$ cat src/rtl/opd_pkg.sv
package opd_pkg;
  typedef enum logic [4:0] {
    C_POSLIT = 5'd0,  C_NEGLIT = 5'd1,  C_REG    = 5'd2,  C_REGDEF = 5'd3,
    C_FPOFF  = 5'd4,  C_APOFF  = 5'd5,  C_IMM8   = 5'd6,  C_IMM16  = 5'd7,
    C_IMM32  = 5'd8,  C_ABS    = 5'd9,  C_ABSDEF = 5'd10, C_DSP8   = 5'd11,
    C_DSP8D  = 5'd12, C_DSP16  = 5'd13, C_DSP16D = 5'd14, C_DSP32  = 5'd15,
    C_DSP32D = 5'd16, C_BR8    = 5'd17, C_BR16   = 5'd18, C_XNEST  = 5'd19
  } opd_cls_e;

  localparam int TAIL_CNT_W = 3;
endpackage

$ cat src/rtl/opd_classify.sv
module opd_classify
  import opd_pkg::*;
(
  input  logic [3:0]            mode,
  input  logic [3:0]            regn,
  input  logic                  dest,
  input  logic                  ea,
  output opd_cls_e              cls,
  output logic [TAIL_CNT_W-1:0] tail,
  output logic                  sext,
  output logic                  prefix,
  output logic                  ill
);
  logic r15, r11, no_imm;
  assign r15    = (regn == 4'hF);
  assign r11    = (regn == 4'hB);
  assign no_imm = dest | ea;

  always_comb begin
    cls    = C_REG;
    tail   = '0;
    sext   = 1'b0;
    prefix = 1'b0;
    ill    = 1'b0;
    case (mode)
      4'd0, 4'd1, 4'd2, 4'd3: begin cls = C_POSLIT; ill = no_imm; end
      4'd15:                  begin cls = C_NEGLIT; ill = no_imm; end
      4'd4: begin
        if (r15) begin cls = C_IMM32; tail = 3'd4; ill = no_imm; end
        else     begin cls = C_REG;   ill = ea; end
      end
      4'd5: begin
        if (r15) begin cls = C_IMM16; tail = 3'd2; sext = 1'b1; ill = no_imm; end
        else     begin cls = C_REGDEF; ill = r11; end
      end
      4'd6: begin
        if (r15) begin cls = C_IMM8; tail = 3'd1; sext = 1'b1; ill = no_imm; end
        else     cls = C_FPOFF;
      end
      4'd7: begin
        if (r15) begin cls = C_ABS; tail = 3'd4; end
        else     cls = C_APOFF;
      end
      4'd8:  begin cls = C_DSP32;  tail = 3'd4; ill = r11; end
      4'd9:  begin cls = C_DSP32D; tail = 3'd4; ill = r11; end
      4'd10: begin cls = C_DSP16;  tail = 3'd2; sext = 1'b1; ill = r11; end
      4'd11: begin cls = C_DSP16D; tail = 3'd2; sext = 1'b1; ill = r11; end
      4'd12: begin cls = C_DSP8;   tail = 3'd1; sext = 1'b1; ill = r11; end
      4'd13: begin cls = C_DSP8D;  tail = 3'd1; sext = 1'b1; ill = r11; end
      default: begin
        if (r15) begin cls = C_ABSDEF; tail = 3'd4; end
        else     begin cls = C_XNEST; prefix = 1'b1; end
      end
    endcase
  end
endmodule

$ cat src/rtl/opd_gather.sv
module opd_gather #(
  parameter int VAL_W = 32,
  parameter int CNT_W = 3
) (
  input  logic             clk,
  input  logic             rst,
  input  logic             clr,
  input  logic             ld,
  input  logic [7:0]       din,
  output logic [CNT_W-1:0] cnt,
  output logic [VAL_W-1:0] acc_nx
);
  logic [VAL_W-1:0] acc_q;

  assign acc_nx = acc_q | (VAL_W'(din) << (8 * cnt));

  always_ff @(posedge clk) begin
    if (rst || clr) begin
      acc_q <= '0;
      cnt   <= '0;
    end else if (ld) begin
      acc_q <= acc_nx;
      cnt   <= cnt + CNT_W'(1);
    end
  end
endmodule

$ cat src/rtl/opd_decoder.sv
module opd_decoder
  import opd_pkg::*;
#(
  parameter int VAL_W = 32,
  parameter int LEN_W = 3
) (
  input  logic             clk,
  input  logic             rst,
  input  logic             in_valid,
  input  logic [7:0]       in_byte,
  input  logic             ctx_branch,
  input  logic             ctx_branch16,
  input  logic             ctx_dest,
  input  logic             ctx_ea,
  output logic             in_ready,
  output logic             res_valid,
  output logic [4:0]       res_class,
  output logic [3:0]       res_reg,
  output logic [VAL_W-1:0] res_value,
  output logic [LEN_W-1:0] res_len,
  output logic             res_ext,
  output logic [3:0]       res_xtype,
  output logic             res_illegal
);
  localparam int CNT_W = TAIL_CNT_W;

  typedef enum logic {S_DESC, S_TAIL} st_e;

  st_e              st_q;
  logic             xt_q, dest_q, ea_q, sext_q, ill_q;
  logic [3:0]       xtype_q, reg_q;
  logic [CNT_W-1:0] need_q;
  logic [LEN_W-1:0] base_q;
  opd_cls_e         cls_q;

  logic             accept, first, c_dest, c_ea, is_branch, tail_done, g_ld, fin;
  opd_cls_e         k_cls;
  logic [CNT_W-1:0] k_tail, g_cnt;
  logic             k_sext, k_pre, k_ill;
  logic [VAL_W-1:0] g_acc, one_val, tail_val;
  logic [LEN_W-1:0] base_now;

  assign accept    = in_valid & in_ready;
  assign first     = (st_q == S_DESC) & ~xt_q;
  assign c_dest    = first ? ctx_dest : dest_q;
  assign c_ea      = first ? ctx_ea : ea_q;
  assign is_branch = first & ctx_branch;
  assign base_now  = xt_q ? LEN_W'(1) : LEN_W'(0);

  opd_classify u_cls (
    .mode(in_byte[7:4]), .regn(in_byte[3:0]), .dest(c_dest), .ea(c_ea),
    .cls(k_cls), .tail(k_tail), .sext(k_sext), .prefix(k_pre), .ill(k_ill)
  );

  assign tail_done = (st_q == S_TAIL) & ((g_cnt + CNT_W'(1)) == need_q);
  assign g_ld      = accept & ((st_q == S_TAIL) | (is_branch & ctx_branch16));
  assign fin       = accept & ((st_q == S_TAIL) ? tail_done :
                     (is_branch ? ~ctx_branch16 : (k_pre ? xt_q : (k_tail == '0))));

  opd_gather #(.VAL_W(VAL_W), .CNT_W(CNT_W)) u_gat (
    .clk(clk), .rst(rst), .clr(fin), .ld(g_ld), .din(in_byte),
    .cnt(g_cnt), .acc_nx(g_acc)
  );

  always_comb begin
    case (k_cls)
      C_POSLIT:        one_val = VAL_W'(in_byte);
      C_NEGLIT:        one_val = {{(VAL_W-8){in_byte[7]}}, in_byte};
      C_FPOFF, C_APOFF: one_val = VAL_W'(in_byte[3:0]);
      default:         one_val = '0;
    endcase
  end

  always_comb begin
    tail_val = g_acc;
    if (sext_q) begin
      if (need_q == CNT_W'(1))      tail_val = {{(VAL_W-8){g_acc[7]}}, g_acc[7:0]};
      else if (need_q == CNT_W'(2)) tail_val = {{(VAL_W-16){g_acc[15]}}, g_acc[15:0]};
    end
  end

  always_ff @(posedge clk) begin
    if (rst) begin
      st_q <= S_DESC; in_ready <= 1'b0; res_valid <= 1'b0;
      xt_q <= 1'b0; dest_q <= 1'b0; ea_q <= 1'b0; sext_q <= 1'b0; ill_q <= 1'b0;
      xtype_q <= '0; reg_q <= '0; need_q <= '0; base_q <= '0; cls_q <= C_POSLIT;
      res_class <= '0; res_reg <= '0; res_value <= '0; res_len <= '0;
      res_ext <= 1'b0; res_xtype <= '0; res_illegal <= 1'b0;
    end else begin
      in_ready  <= 1'b1;
      res_valid <= 1'b0;
      if (accept) begin
        if (st_q == S_DESC) begin
          if (is_branch) begin
            if (ctx_branch16) begin
              cls_q <= C_BR16; need_q <= CNT_W'(2); sext_q <= 1'b1; ill_q <= 1'b0;
              reg_q <= '0; base_q <= '0; st_q <= S_TAIL;
            end else begin
              res_valid <= 1'b1; res_class <= C_BR8; res_reg <= '0;
              res_value <= {{(VAL_W-8){in_byte[7]}}, in_byte};
              res_len <= LEN_W'(1); res_ext <= 1'b0; res_xtype <= '0; res_illegal <= 1'b0;
            end
          end else if (k_pre) begin
            if (xt_q) begin
              res_valid <= 1'b1; res_class <= C_XNEST; res_reg <= in_byte[3:0];
              res_value <= '0; res_len <= LEN_W'(2); res_ext <= 1'b1;
              res_xtype <= xtype_q; res_illegal <= 1'b1; xt_q <= 1'b0;
            end else begin
              xt_q <= 1'b1; xtype_q <= in_byte[3:0];
              dest_q <= ctx_dest; ea_q <= ctx_ea;
            end
          end else if (k_tail == '0) begin
            res_valid <= 1'b1; res_class <= k_cls; res_reg <= in_byte[3:0];
            res_value <= one_val; res_len <= base_now + LEN_W'(1);
            res_ext <= xt_q; res_xtype <= xt_q ? xtype_q : 4'd0;
            res_illegal <= k_ill; xt_q <= 1'b0;
          end else begin
            cls_q <= k_cls; need_q <= k_tail; sext_q <= k_sext; ill_q <= k_ill;
            reg_q <= in_byte[3:0]; base_q <= base_now + LEN_W'(1); st_q <= S_TAIL;
          end
        end else if (tail_done) begin
          res_valid <= 1'b1; res_class <= cls_q; res_reg <= reg_q;
          res_value <= tail_val; res_len <= base_q + LEN_W'(need_q);
          res_ext <= xt_q; res_xtype <= xt_q ? xtype_q : 4'd0;
          res_illegal <= ill_q; xt_q <= 1'b0; st_q <= S_DESC;
        end
      end
    end
  end
endmodule

$ cat config.mk
export PLATFORM = sky130hd
export DESIGN_NAME = opd_decoder
export DESIGN_NICKNAME = d
export VERILOG_FILES = /design/src/rtl/opd_pkg.sv /design/src/rtl/opd_classify.sv /design/src/rtl/opd_gather.sv /design/src/rtl/opd_decoder.sv
export SDC_FILE = /design/constraint.sdc
export NUM_CORES = 1
export LEC_CHECK = 0
export ABC_AREA = 1
export BUFFER_PORTS_ARGS = -buffer_cell sky130_fd_sc_hd__buf_2
export CAP_MARGIN = 20
export CELL_PAD_IN_SITES_DETAIL_PLACEMENT = 1
export CELL_PAD_IN_SITES_GLOBAL_PLACEMENT = 2
export CORE_MARGIN = 5
export CORE_UTILIZATION = 36
export CTS_BUF_LIST = sky130_fd_sc_hd__clkbuf_4 sky130_fd_sc_hd__clkbuf_8
export CTS_CLUSTER_DIAMETER = 60
export DETAILED_ROUTE_END_ITERATION = 8
export MAX_ROUTING_LAYER = met4
export PLACE_DENSITY_LB_ADDON = 0.1
export RECOVER_POWER = 25
export SYNTH_ARGS = -nofsm -noshare
export SYNTH_HDL_FRONTEND = slang
export SYNTH_SLANG_ARGS = --single-unit
$ cat constraint.sdc
create_clock -name clk -period 3.7 [get_ports clk]
set_input_delay 0.74 -clock clk [delete_from_list [all_inputs] [get_ports clk]]
set_output_delay 0.74 -clock clk [all_outputs]
set_load 0.005 [all_outputs]
[After elaboration in Yosys (flattened, before gate mapping)]
Cells that the tools add are included.
Operators by class
  reductions and logical operators: 21
  equal/unequal tests: 29
  muxes and demuxes: 119
  add/sub/neg operators: 3
  bitwise logic cells: 15
  shift-type cells: 1
Operator list (count)
  $mux 32: 10
  $pmux 32 s3: 1
  $mux 4: 20
  $mux 5: 12
  $pmux 5 s12: 1
  $mux 1: 53
  $mux 3: 17
  $eq 4x4->1 const B: 9
  $or 32x32->32: 1
  $shl 8x6->32: 1
  $pmux 3 s6: 1
  $eq 4x3->1 const B: 4
  $reduce_and 5->1: 3
  $reduce_or 15->1: 1
  $reduce_or 2->1: 6
  $eq 5x3->1 const B: 2
  $eq 4x2->1 const B: 2
  $ne 2x2->1 const B: 4
  $reduce_or 4->1: 2
  $and 1x1->1: 7
  $reduce_or 6->1: 1
  $eq 5x1->1 const B: 1
  $logic_not 5->1: 1
  $not 1->1: 5
  other kinds (21): 23
Storage, ports and cells
  output and inout bits: 52
  word-level logic and storage cells: 210
  input bits: 15
  register bits after elaboration: 112

[Longest topological paths before layout]
  depth in word-level cells: 10
  depth in mapped cells: 14
  mapped depth without buffers: 13

[Modules after synthesis]
A second synthesis with hierarchy kept.
Unflattened totals
  cells, all modules: 1029
  area, all modules: 6328.6 um2
By module, submodules not included
  opd_decoder: area an instance 4207.8 um2, seq. area each 1521.5 um2, times used 1, cells each 702
  opd_gather: area an instance 1756.7 um2, seq. area each 700.7 um2, times used 1, cells each 254
  opd_classify: area an instance 364.1 um2, seq. area each 0.0 um2, times used 1, cells each 73

[Least setup slack after synthesis]
OpenSTA, ideal clock, no wires.
  path type: input to register
  start point: input in_byte[6]
  end point: register res_value[13]
  setup slack: 1.592 ns
  arrival: 2.037 ns
  stages: 13
  required time: 3.630 ns
  buffers on the path: 3
  setup time: 0.070 ns
  cell sequence: buf_4 -> nand2_1 -> nor2_1 -> nand2_2 -> nand2_2 -> nor2_4 -> nand3_4 -> nand2_2 -> nand2_4 -> buf_6 -> buf_12 -> nand2_4 -> a21oi_2
On the way
  cells in the longest elaborated chain, start to end: 10
  elaborated cells between the ends (all ways): 38
Ends and longest elaborated chain
  from (decl): RTL line opd_decoder.sv:10  | input logic [7:0] in_byte,
  $eq 4x1->1, or another cell as far along: RTL line opd_classify.sv:25  | case (mode)
  $reduce_or 4->1
  $pmux 5 s12: RTL line opd_classify.sv:25
  $eq 5x3->1: RTL line opd_decoder.sv:66  | case (k_cls)
  $reduce_or 2->1: RTL line opd_decoder.sv:66
  $pmux 32 s3: RTL line opd_decoder.sv:66
  $mux 32: RTL line opd_decoder.sv:112  | end else if (k_tail == '0) begin
  $mux 32: RTL line opd_decoder.sv:103  | end else if (k_pre) begin
  $mux 32: RTL line opd_decoder.sv:94  | if (is_branch) begin
  $mux 32: RTL line opd_decoder.sv:93  | if (st_q == S_DESC) begin
  to (signal assigned): RTL line opd_decoder.sv:100  | res_value <= {{(VAL_W-8){in_byte[7]}}, in_byte};
  to (signal assigned): RTL line opd_decoder.sv:114  | res_value <= one_val; res_len <= base_now + LEN_W'(1);
  to (signal assigned): RTL line opd_decoder.sv:123  | res_value <= tail_val; res_len <= base_q + LEN_W'(need_q);
  to (decl): RTL line opd_decoder.sv:19  | output logic [VAL_W-1:0] res_value,
Several ways; a longest one is shown, not always the timed one. The select of a mux whose other input is x is not followed.
A chain may end at the register's enable or synchronous reset.

[Final worst setup path]
  start point: register st_q
  end point: register u_gat.acc_q[22]
On the way
  cells in the longest elaborated chain, start to end: 7
  elaborated cells between the ends (all ways): 11
Ends and longest elaborated chain
  from (decl): RTL line opd_decoder.sv:29  | st_e st_q;
  from (signal assigned): RTL line opd_decoder.sv:84  | st_q <= S_DESC; in_ready <= 1'b0; res_valid <= 1'b0;
  from (signal assigned): RTL line opd_decoder.sv:97  | reg_q <= '0; base_q <= '0; st_q <= S_TAIL;
  from (signal assigned): RTL line opd_decoder.sv:119  | reg_q <= in_byte[3:0]; base_q <= base_now + LEN_W'(1); st_q <= S_TAIL;
  $not 1->1 (no source line)
  $and 1x1->1: RTL line opd_decoder.sv:44  | assign first = (st_q == S_DESC) & ~xt_q;
  $and 1x1->1: RTL line opd_decoder.sv:47  | assign is_branch = first & ctx_branch;
  $mux 1: RTL line opd_decoder.sv:58  | (is_branch ? ~ctx_branch16 : (k_pre ? xt_q : (k_tail == '0))));
  $mux 1: RTL line opd_decoder.sv:57  | assign fin = accept & ((st_q == S_TAIL) ? tail_done :
  $and 1x1->1: RTL line opd_decoder.sv:57
  $logic_or 1x1->1: RTL line opd_gather.sv:18  | if (rst || clr) begin
  to (signal assigned): RTL line opd_gather.sv:22  | acc_q <= acc_nx;
  to (decl): RTL line opd_gather.sv:13  | logic [VAL_W-1:0] acc_q;
Several ways; a longest one is shown, not always the timed one.

==> impl_metrics.toml <==
[pwr]
leakage_nw = 2.75
power_density_nw_per_um2 = 385
vdd_ir_drop_max_uv = 145
power_frac_seq_pct = 52.8
power_frac_clock_pct = 29.6
finalPower_mw = 2.42
power_switching_mw = 0.784
p_comb_share_pct = 17.7
p_sw_share_pct = 32.3
power.internal_mw = 1.64

[worst_setup_path]
crit_family = "simple AND/OR/NAND/NOR gates"
arrival_ns = 3.18
cp_max_fo = 35
crit_top_cell = "nand2_2"
cp_num_buf_inv = 1
worstSetupStartpointType = "register"
worstPathCellList = "nor2_2, nand2_2, nand2_1, inv_1, nand2_2, nand2_4, nand2_2, a21oi_1"
slowest_stage = "dfxtp_1"
cp-end-kind = "register"
path_class = "reg2reg"
required_ns = 4.01
max_stage_delay_ns = 0.81

[final_layout]
largestRegisters = "res_value x32, u_gat.acc_q x32"
fin_util_pct = 40.1
area_growth_pct = 10.3
antennaDiodeCount = 0
layout-drive-gt1-share_pct = 12.2
final_cells = 1133
nNetsFinal = 930

[clocking]
htreeDepth = 3
cts_setup_buffers = 0
cts_sinks = 111
cts_tree = "done"
clockRootBuffer = "clkbuf_8"
cts_hold_buffers = 0
ctsLongestPathBuffers = 2
cts_resized = 0
cts_buffers = 9
clk_pin_slew_ns = 0.11
clk_latency_ns = 0.39

[placed_design]
gp_congestion = 0.814
place_inst = 1117
io_buffers = 66
hpwl_mm = 13.8
pre_cts_slack_ns = 0.599

[timing]
tightest_slew_ns = 0.852
tns_ns = 0
relSlewSlack_pct = 43.2
setup_viol = 0
finClkSkew_ns = 0.0117
maxSlewViolCount = 0
hold_violations = 0
min_period_over_period_pct = 77.6
fin_crit_ns = 2.87
fmax_mhz = 348
worst_slack_ns = 0.829
rsz0062_at_grt = "no"

[die]
die_x_um = 136
die_h_um = 136
ios = 67
rows = 46
core_um2 = 15700
die_area_um2 = 18500
start_util_pct = 36.4

[yosys]
synth_ff_type = "dfxtp_1"
synth_warnings = 0
yosys-top-cells-area = "dfxtp_1 39%, nand2_1 16%, a21oi_1 7.3%"
synthesis.nets = 889
synth_top_area_share_pct = 38.9
synthCells = 871
seq_area_frac_synth_pct = 38.9
post-synth-top-count-cell = "nand2_1"
async_flop_share_pct = 0
ys_types = 37
yosys_register_bits = 111
synth_commonest_cells = "241 x nand2_1, 111 x dfxtp_1, 107 x nor2_1"
syn_area_per_cell_um2 = 6.56
synth_area_um2 = 5710
synth.largest_area_cell = "dfxtp_1"
synth_edf_count = 0

[detailed_routing]
drc_errors = 0
via_per_inst = 4.90
dr.first_iter.drc_count = 335
drt_pre_antenna_iters = 4
wl_mm = 18.6
num_vias = 5554
routedWlPerCell_um = 16.4
detail-route-antenna-nets = 0

[global_routing]
grt_start_max_net_pins = 39
grt.met2_usage_pct = 32.0
antenna_found_initial = 0
grt_pass1_wl_mm = 30.0
globalRouteMet1Util_pct = 29.5
grt_pass1_vias = 5527
gr-usage-met3_pct = 3.29
grt_util_all_layers_pct = 21.1
grt-ovfl-total = 0
top_usage_layer = "met2"

[run_status]
outcome = "completed"

[job]
cap_violations = 0

[min_path]
hold_class = "reg2reg"
[stage by stage]
step	hold WS, ns	cell area [µm²]
5_1_grt	0.468	6300
6_report	0.448	6300
3_5_place_dp	0.434	6150
3_3_place_gp	0.426	6150
4_1_cts	0.450	6330
2_1_floorplan	0.418	5710
[cell usage in the layout (no fill, tap or decap), drive strengths merged, types with 2 or more instances in the layout]
master	n
ha	2
clkinv	4
inv	102
nand4	17
clkbuf	34
o22ai	2
nand2	257
o21ai	62
a21oi	94
xnor2	2
dfxtp	111
nor3	18
nand3	38
nor2	114
buf	52
[worst register-to-register path, delay by kind of cell, from the launching register on]
| kind | cells | cell delay (ns) |
|---|---|---|
| DFF | 1 | 0.81 |
| AOI/OAI and AO/OA | 1 | 0.29 |
| and+or+nand+nor | 6 | 1.50 |
| buffers and inverters | 1 | 0.17 |
[final cells by class]
cell class | count | area (µm²)
fillers | 2127 | 9410
flip-flops and latches | 111 | 2220
clock buffers | 10 | 138
repair buffers | 76 | 374
well taps | 216 | 270
inverters | 100 | 375
clock inverters | 6 | 41.3
multi-input cells | 614 | 2880
[final timing paths]
check	startpoint	end	slack [ns]	cells after the start
max	st_q	u_gat.acc_q[22]	0.83	8
min	u_gat.acc_q[8]	u_gat.acc_q[8]	0.45	2
max reg2reg	st_q	u_gat.acc_q[22]	0.83	8
min reg2reg	u_gat.acc_q[8]	u_gat.acc_q[8]	0.45	2
[logic make-up (layout without fill, tap and decap cells)]
| group | after synthesis | in the layout | synth area share, % |
|---|---|---|---|
| xor+xnor | 3 | 3 | 0.460 |
| buf+inv | 146 | 192 | 10.7 |
| compound gates | 162 | 162 | 15.2 |
| flops | 111 | 111 | 38.9 |
| fa+ha+maj | 3 | 3 | 0.789 |
| simple gates | 446 | 446 | 34.0 |
[power groups by stage]
stage                     Clock (mW)  Combinational [mW]  Sequential, mW
after floorplan                    0               0.290            1.30
after CTS                      0.756               0.436            1.28
after global placement             0               0.429            1.30
final                          0.717               0.428            1.28
after global routing           0.798               0.481            1.29
after detailed placement           0               0.435            1.31
[routing by layer]
layer | vias to the layer above | wire length [µm]
met5 | - | 0
met4 | 0 | 294
met3 | 20 | 658
met2 | 92 | 8220
met1 | 2616 | 9390
li1 | 2826 | -
Note: power is estimated with default switching activity, not from simulation.
